===== src/rtl/oat_pkg.sv =====
package oat_pkg;
  localparam int WIN_W   = 13;
  localparam int DW      = 8;
  localparam int IDX_W   = 7;
  localparam int FLD_W   = 2;
  localparam int REC_LOG = 2;
  localparam int SHIFT_W = $clog2(DW);

  localparam logic [WIN_W-1:0] OFS_REC0 = 13'h1FF0;
  localparam logic [WIN_W-1:0] OFS_FLD  = 13'h1FF4;
  localparam logic [WIN_W-1:0] OFS_BASE = 13'h1FF5;
  localparam logic [WIN_W-1:0] OFS_IDX  = 13'h1FF6;
  localparam logic [WIN_W-1:0] TBL_HI   = 13'h1800;
  localparam logic [WIN_W-1:0] TBL_LO   = 13'h1C00;
  localparam logic [WIN_W-1:0] FLD_AREA = 13'h0200;

  typedef enum logic [2:0] {K_PLAIN, K_REC, K_FLD, K_BASE, K_IDX} kind_t;
  typedef enum logic [2:0] {S_LOAD_SEL, S_LOAD_IDX, S_LOAD_DONE, S_IDLE, S_WBACK} st_t;

  function automatic logic [WIN_W-1:0] table_base(input logic sel);
    return sel ? TBL_HI : TBL_LO;
  endfunction

  function automatic logic [WIN_W-1:0] rec_addr(input logic [WIN_W-1:0] base,
                                                input logic [IDX_W-1:0] idx,
                                                input logic [REC_LOG-1:0] k);
    logic [WIN_W-1:0] step;
    step = WIN_W'(idx) << REC_LOG;
    return base + step + WIN_W'(k);
  endfunction

  function automatic logic [WIN_W-1:0] field_addr(input logic [WIN_W-1:0] base,
                                                  input logic [IDX_W-1:0] idx);
    return base + FLD_AREA + WIN_W'(idx >> 2);
  endfunction

  function automatic logic [SHIFT_W-1:0] shift_of(input logic [1:0] lo);
    return {lo, 1'b0};
  endfunction

  function automatic logic [DW-1:0] merge_field(input logic [DW-1:0] old,
                                                input logic [FLD_W-1:0] val,
                                                input logic [SHIFT_W-1:0] sh);
    logic [DW-1:0] m;
    m = DW'({FLD_W{1'b1}}) << sh;
    return (old & ~m) | ((DW'(val) << sh) & m);
  endfunction
endpackage


===== src/rtl/oat_regs.sv =====
module oat_regs
  import oat_pkg::*;
(
  input  logic               clk,
  input  logic               rst_n,
  input  logic               ld_sel,
  input  logic               ld_idx,
  input  logic               d_sel,
  input  logic [IDX_W-1:0]   d_idx,
  output logic               tbl_sel,
  output logic [IDX_W-1:0]   obj_idx,
  output logic [SHIFT_W-1:0] fld_shift
);
  always_ff @(posedge clk) begin
    if (!rst_n) begin
      tbl_sel   <= 1'b0;
      obj_idx   <= '0;
      fld_shift <= '0;
    end else begin
      if (ld_sel) tbl_sel <= d_sel;
      if (ld_idx) begin
        obj_idx   <= d_idx;
        fld_shift <= shift_of(d_idx[1:0]);
      end
    end
  end
endmodule


===== src/rtl/oat_decode.sv =====
module oat_decode
  import oat_pkg::*;
(
  input  logic [WIN_W-1:0] off,
  input  logic             tbl_sel,
  input  logic [IDX_W-1:0] obj_idx,
  output kind_t            kind,
  output logic [WIN_W-1:0] tgt
);
  logic [WIN_W-1:0] base;
  localparam logic [WIN_W-1:0] OFS_REC_LAST = OFS_REC0 + WIN_W'((1 << REC_LOG) - 1);

  always_comb begin
    base = table_base(tbl_sel);
    kind = K_PLAIN;
    tgt  = off;
    if (off >= OFS_REC0 && off <= OFS_REC_LAST) begin
      kind = K_REC;
      tgt  = rec_addr(base, obj_idx, off[REC_LOG-1:0]);
    end else if (off == OFS_FLD) begin
      kind = K_FLD;
      tgt  = field_addr(base, obj_idx);
    end else if (off == OFS_BASE) begin
      kind = K_BASE;
    end else if (off == OFS_IDX) begin
      kind = K_IDX;
    end
  end
endmodule


===== src/rtl/oat_ctrl.sv =====
module oat_ctrl
  import oat_pkg::*;
(
  input  logic  clk,
  input  logic  rst_n,
  input  logic  host_req,
  input  logic  host_we,
  input  kind_t kind,
  output logic  ready,
  output logic  accept,
  output logic  wb_cycle,
  output logic  init_rd_sel,
  output logic  init_rd_idx,
  output logic  init_ld_sel,
  output logic  init_ld_idx
);
  st_t st, st_nx;

  always_comb begin
    st_nx = st;
    case (st)
      S_LOAD_SEL:  st_nx = S_LOAD_IDX;
      S_LOAD_IDX:  st_nx = S_LOAD_DONE;
      S_LOAD_DONE: st_nx = S_IDLE;
      S_IDLE:      if (host_req && host_we && kind == K_FLD) st_nx = S_WBACK;
      S_WBACK:     st_nx = S_IDLE;
      default:     st_nx = S_LOAD_SEL;
    endcase
  end

  always_ff @(posedge clk) begin
    if (!rst_n) st <= S_LOAD_SEL;
    else        st <= st_nx;
  end

  assign ready       = (st == S_IDLE);
  assign accept      = ready && host_req;
  assign wb_cycle    = (st == S_WBACK);
  assign init_rd_sel = (st == S_LOAD_SEL);
  assign init_rd_idx = (st == S_LOAD_IDX);
  assign init_ld_sel = (st == S_LOAD_IDX);
  assign init_ld_idx = (st == S_LOAD_DONE);
endmodule


===== src/rtl/oat_port.sv =====
module oat_port
  import oat_pkg::*;
(
  input  logic             clk,
  input  logic             rst_n,
  input  logic             host_req,
  input  logic             host_we,
  input  logic [WIN_W-1:0] host_addr,
  input  logic [DW-1:0]    host_wdata,
  output logic             host_ready,
  output logic [DW-1:0]    host_rdata,
  output logic             host_rvalid,
  output logic             ram_en,
  output logic             ram_we,
  output logic [WIN_W-1:0] ram_addr,
  output logic [DW-1:0]    ram_wdata,
  input  logic [DW-1:0]    ram_rdata
);
  kind_t              kind;
  logic [WIN_W-1:0]   tgt;
  logic               tbl_sel;
  logic [IDX_W-1:0]   obj_idx;
  logic [SHIFT_W-1:0] fld_shift;
  logic accept, wb_cycle, init_rd_sel, init_rd_idx, init_ld_sel, init_ld_idx;
  logic ld_sel, ld_idx, d_sel;
  logic [IDX_W-1:0]   d_idx;
  logic [WIN_W-1:0]   fld_addr_q;
  logic [FLD_W-1:0]   fld_val_q;
  logic               rvalid_q;
  logic               host_wr_acc;

  oat_decode u_dec (
    .off(host_addr), .tbl_sel(tbl_sel), .obj_idx(obj_idx), .kind(kind), .tgt(tgt)
  );

  oat_ctrl u_ctrl (
    .clk(clk), .rst_n(rst_n), .host_req(host_req), .host_we(host_we), .kind(kind),
    .ready(host_ready), .accept(accept), .wb_cycle(wb_cycle),
    .init_rd_sel(init_rd_sel), .init_rd_idx(init_rd_idx),
    .init_ld_sel(init_ld_sel), .init_ld_idx(init_ld_idx)
  );

  assign host_wr_acc = accept && host_we;
  assign ld_sel = init_ld_sel || (host_wr_acc && kind == K_BASE);
  assign ld_idx = init_ld_idx || (host_wr_acc && kind == K_IDX);
  assign d_sel  = (init_ld_sel || init_ld_idx) ? ram_rdata[0] : host_wdata[0];
  assign d_idx  = (init_ld_sel || init_ld_idx) ? ram_rdata[IDX_W-1:0] : host_wdata[IDX_W-1:0];

  oat_regs u_regs (
    .clk(clk), .rst_n(rst_n), .ld_sel(ld_sel), .ld_idx(ld_idx),
    .d_sel(d_sel), .d_idx(d_idx),
    .tbl_sel(tbl_sel), .obj_idx(obj_idx), .fld_shift(fld_shift)
  );

  always_ff @(posedge clk) begin
    if (!rst_n) begin
      fld_addr_q <= '0;
      fld_val_q  <= '0;
      rvalid_q   <= 1'b0;
    end else begin
      rvalid_q <= accept && !host_we;
      if (host_wr_acc && kind == K_FLD) begin
        fld_addr_q <= tgt;
        fld_val_q  <= host_wdata[FLD_W-1:0];
      end
    end
  end

  always_comb begin
    ram_en    = 1'b0;
    ram_we    = 1'b0;
    ram_addr  = tgt;
    ram_wdata = host_wdata;
    if (init_rd_sel) begin
      ram_en   = 1'b1;
      ram_addr = OFS_BASE;
    end else if (init_rd_idx) begin
      ram_en   = 1'b1;
      ram_addr = OFS_IDX;
    end else if (wb_cycle) begin
      ram_en    = 1'b1;
      ram_we    = 1'b1;
      ram_addr  = fld_addr_q;
      ram_wdata = merge_field(ram_rdata, fld_val_q, fld_shift);
    end else if (accept) begin
      ram_en = 1'b1;
      ram_we = host_we && (kind != K_FLD);
    end
  end

  assign host_rdata  = ram_rdata;
  assign host_rvalid = rvalid_q;
endmodule


===== config.mk =====
export PLATFORM = sky130hd
export DESIGN_NAME = oat_port
export DESIGN_NICKNAME = d
export VERILOG_FILES = /design/src/rtl/oat_pkg.sv /design/src/rtl/oat_regs.sv /design/src/rtl/oat_decode.sv /design/src/rtl/oat_ctrl.sv /design/src/rtl/oat_port.sv
export SDC_FILE = /design/constraint.sdc
export NUM_CORES = 1
export LEC_CHECK = 0
export ABC_CLOCK_PERIOD_IN_PS = 1900
export BUFFER_PORTS_ARGS = -buffer_cell sky130_fd_sc_hd__buf_2
export CAP_MARGIN = 25
export CORE_MARGIN = 2
export CORE_UTILIZATION = 50
export DETAILED_ROUTE_END_ITERATION = 6
export PLACE_DENSITY_LB_ADDON = 0.08
export SYNTH_ARGS = -nofsm -noshare
export SYNTH_HDL_FRONTEND = slang
export SYNTH_SLANG_ARGS = --single-unit

===== constraint.sdc =====
create_clock -name clk -period 1.9 [get_ports clk]
set_input_delay 0.19 -clock clk [delete_from_list [all_inputs] [get_ports clk]]
set_output_delay 0.19 -clock clk [all_outputs]
set_load 0.02 [all_outputs]

==> reports/qor.csv <==
stage,metric,value,unit
status,status,"complete, no violations",
drt,Iter 0 DRT Violations,163,
logic_synthesis,leading area contributor after synthesis,dfxtp_1,
layout,nets@finish,329,
timing,period utilization,95.2,%
clock_network,H-tree depth,1,
logic_synthesis,synthesized instance count,234,
critical_path,Crit. End Element,output port,
critical_path,crit-path cells,buf_4 -> nor2_4 -> nand2_1 -> buf_4 -> o211ai_1 -> o211ai_1 -> buf_2,
clock_network,Setup Buffers After CTS,0,
clock_network,cts hold-fix bufs,0,
timing,Slew HR,68.3,%
timing,unrepaired setup endpoints after global routing,no,
pwr,leakage,1.06,nW
timing,min Tclk post-route,1810,ps
logic_synthesis,synthesized cell area,1860,µm²
logic_synthesis,most frequent cells after synthesis,"dfxtp_1, nor2_1, o21ai_0",
global_route,largest net degree at the start of global routing,18,
floorplanning,Initial Util,51.5,%
timing,setup TNS,0,ps
clock_network,"Clk Latency, worst-skew pair",280,ps
timing,"Hold Vio Cnt, Final",0,
global_route,vias in the first global route,1719,
clock_network,CTS root buf,clkbuf_8,
drt,DRT Wirelength,5120,µm
drt,DRT antenna net count,0,
critical_path,Critical Path Start Type,flop,
critical_path,slowest library cell on the worst path,dfxtp_1,
clock_network,CTS Buf Count,3,
floorplanning,Vert. Die Dim,64.9,µm
logic_synthesis,Yosys top cell area share,29.1,%
timing,Final Skew,3.52,ps
logic_synthesis,asr flop ratio synth,0,%
critical_path,crit-path max cell delay,320,ps
placed_design,RePlAce Congestion,0.886,
pwr,VDD IR max,0.344,mV
layout,"Area growth, synth to finish",22.3,%
global_route,first-pass GRT wire length,8100,µm
hold_path,HP Class,input port to flop,
critical_path,Worst EP arrival,1620,ps
logic_synthesis,Synthesis Warnings,0,
critical_path,Setup CP Type,flop to output port,
floorplanning,die width,64.9,µm
floorplanning,row count,22,
clock_network,CTS Sinks,27,
placed_design,PortBufs,65,
critical_path,worst-path fanout max,11,
logic_synthesis,"Distinct cells, synth",51,
logic_synthesis,syn avg cell area,7.93,µm²
logic_synthesis,most frequent cell after synthesis,dfxtp_1,
logic_synthesis,sequential area share after synthesis,29.1,%
timing,Fmax,0.553,GHz
critical_path,critical path's top delay family,buffers and inverters,
logic_synthesis,"EDFF count, synth",0,
pwr,pwr dens,577,nW/µm²
drt,residual DRC count,0,
layout,Final Core Density,63.0,%
drt,Vias,1975,
placed_design,dpl hpwl,3930,µm
logic_synthesis,synthesized flop and latch total,27,
global_route,initial antenna violation count,0,
critical_path,cell depth of the worst flop-to-flop path,4,
logic_synthesis,syn_nets,267,
timing,fin. max-slew vios,0,
drt,wire per inst,14.9,µm
logic_synthesis,ys flop type,dfxtp_1,
clock_network,clock slew at reported path FFs,100,ps
floorplanning,I/O pin cnt,66,
layout,layout cell share with drive strength beyond 1,33.6,%
logic_synthesis,"top cells by area, synth","dfxtp_1, mux2i_1, o21ai_0",
layout,diode count,0,
floorplanning,Core ar.,3610,µm²
global_route,GRT Residual Overflow,0,
hold_path,Hold Path Stages,2,
critical_path,CP Depth,7,
timing,actual slew at the worst max-slew pin,475,ps
clock_network,CTS max path bufs,2,
pwr,Tot Pwr,1.31,mW
timing,endpoints failing setup,0,
critical_path,Crit path required time,1710,ps
drt,total iterations of the first detailed-routing run,4,
floorplanning,die area,4220,µm²
run,Max-Cap Viols,0,
global_route,GR Util All Layers,24.7,%
drt,Via density,5.76,
critical_path,crit path buf inv count,3,
clock_network,CTS tree,done,
worst paths after layout:
kind	from	end	slack, ps
worst max-delay path	u_ctrl.st[0]$_SDFFE_PN0P_	ram_addr[2]	90
worst min-delay path	host_we	host_rvalid$_SDFF_PN0_	80
worst max register to register	u_ctrl.st[2]$_SDFFE_PN0P_	u_regs.obj_idx[0]$_SDFFE_PN0P_	300
worst min register to register	fld_addr_q[12]$_SDFFE_PN0P_	fld_addr_q[12]$_SDFFE_PN0P_	480
metrics by stage:
stage	setup WS [ps]	area, µm²	hold slack, ps	instances
5_1_grt	8.57	2270	97.1	343
3_3_place_gp	206	2210	384	339
6_report	91.8	2270	81.4	343
4_1_cts	23.6	2260	77.3	343
2_1_floorplan	213	1860	268	234
3_5_place_dp	175	2210	388	339
placed cells by master, fill, tap and decap left out, types with 11 or more instances in the layout:
cell type	n
dfxtp_1	26
nor2_1	25
nand2_1	20
buf_2	65
buf_4	15
o21ai_0	22
mux2i_1	16
a21oi_1	11
where the power goes:
| group | total (mW) | switching, mW | internal, mW |
|---|---|---|---|
| registers | 0.604 | 0.0204 | 0.584 |
| clock network | 0.344 | 0.193 | 0.151 |
| logic | 0.362 | 0.214 | 0.148 |
| total | 1.31 | 0.428 | 0.882 |
area by class of cell:
class | instances | area, µm²
Multi-Input combinational cell | 176 | 1150
Clock buffer | 4 | 45.0
Inverter | 7 | 26.3
Sequential cell | 27 | 542
Tap cell | 48 | 60.1
Timing Repair Buffer | 81 | 449
Fill cell | 341 | 1340
flip-flops by register name, indices dropped and copies added (netlist names):
signal / cells
u_regs.obj_idx: 7
u_ctrl.st: 3
u_regs.tbl_sel: 1
host_rvalid: 1
fld_addr_q: 13
fld_val_q: 2
cell families after synthesis:
group                     after synthesis  share of synthesized area [%]
buffers and inverters                  31                           9.43
xor gates and xnor gates                1                          0.472
muxes                                  16                           8.63
DFF                                    27                           29.1
and+or+nand+nor                        86                           24.7
AOI/OAI and AO/OA                      73                           27.7
repair_timing:
action                     CTS  global route
setup endpoints to repair    1            14
gates resized for setup      1             3
pin swaps                    0             0
cloned                       0             0
worst reg2reg max path, cell delays in order (launching register included):
cell and delay (ps):
dfxtp_2 370, nand3b_1 260, nor4_4 460, a21o_4 270, mux2i_1 180
layer usage:
layer / global-route usage, % / share of wire, % / up-vias
met4: 5.85 / 0.90 / 0
met5: 0 / 0 / -
met3: 3.82 / 6.8 / 5
li1: - / - / 980
met1: 35.5 / 46 / 925
met2: 38.5 / 46 / 65
Power figures use the tool's default switching activity.
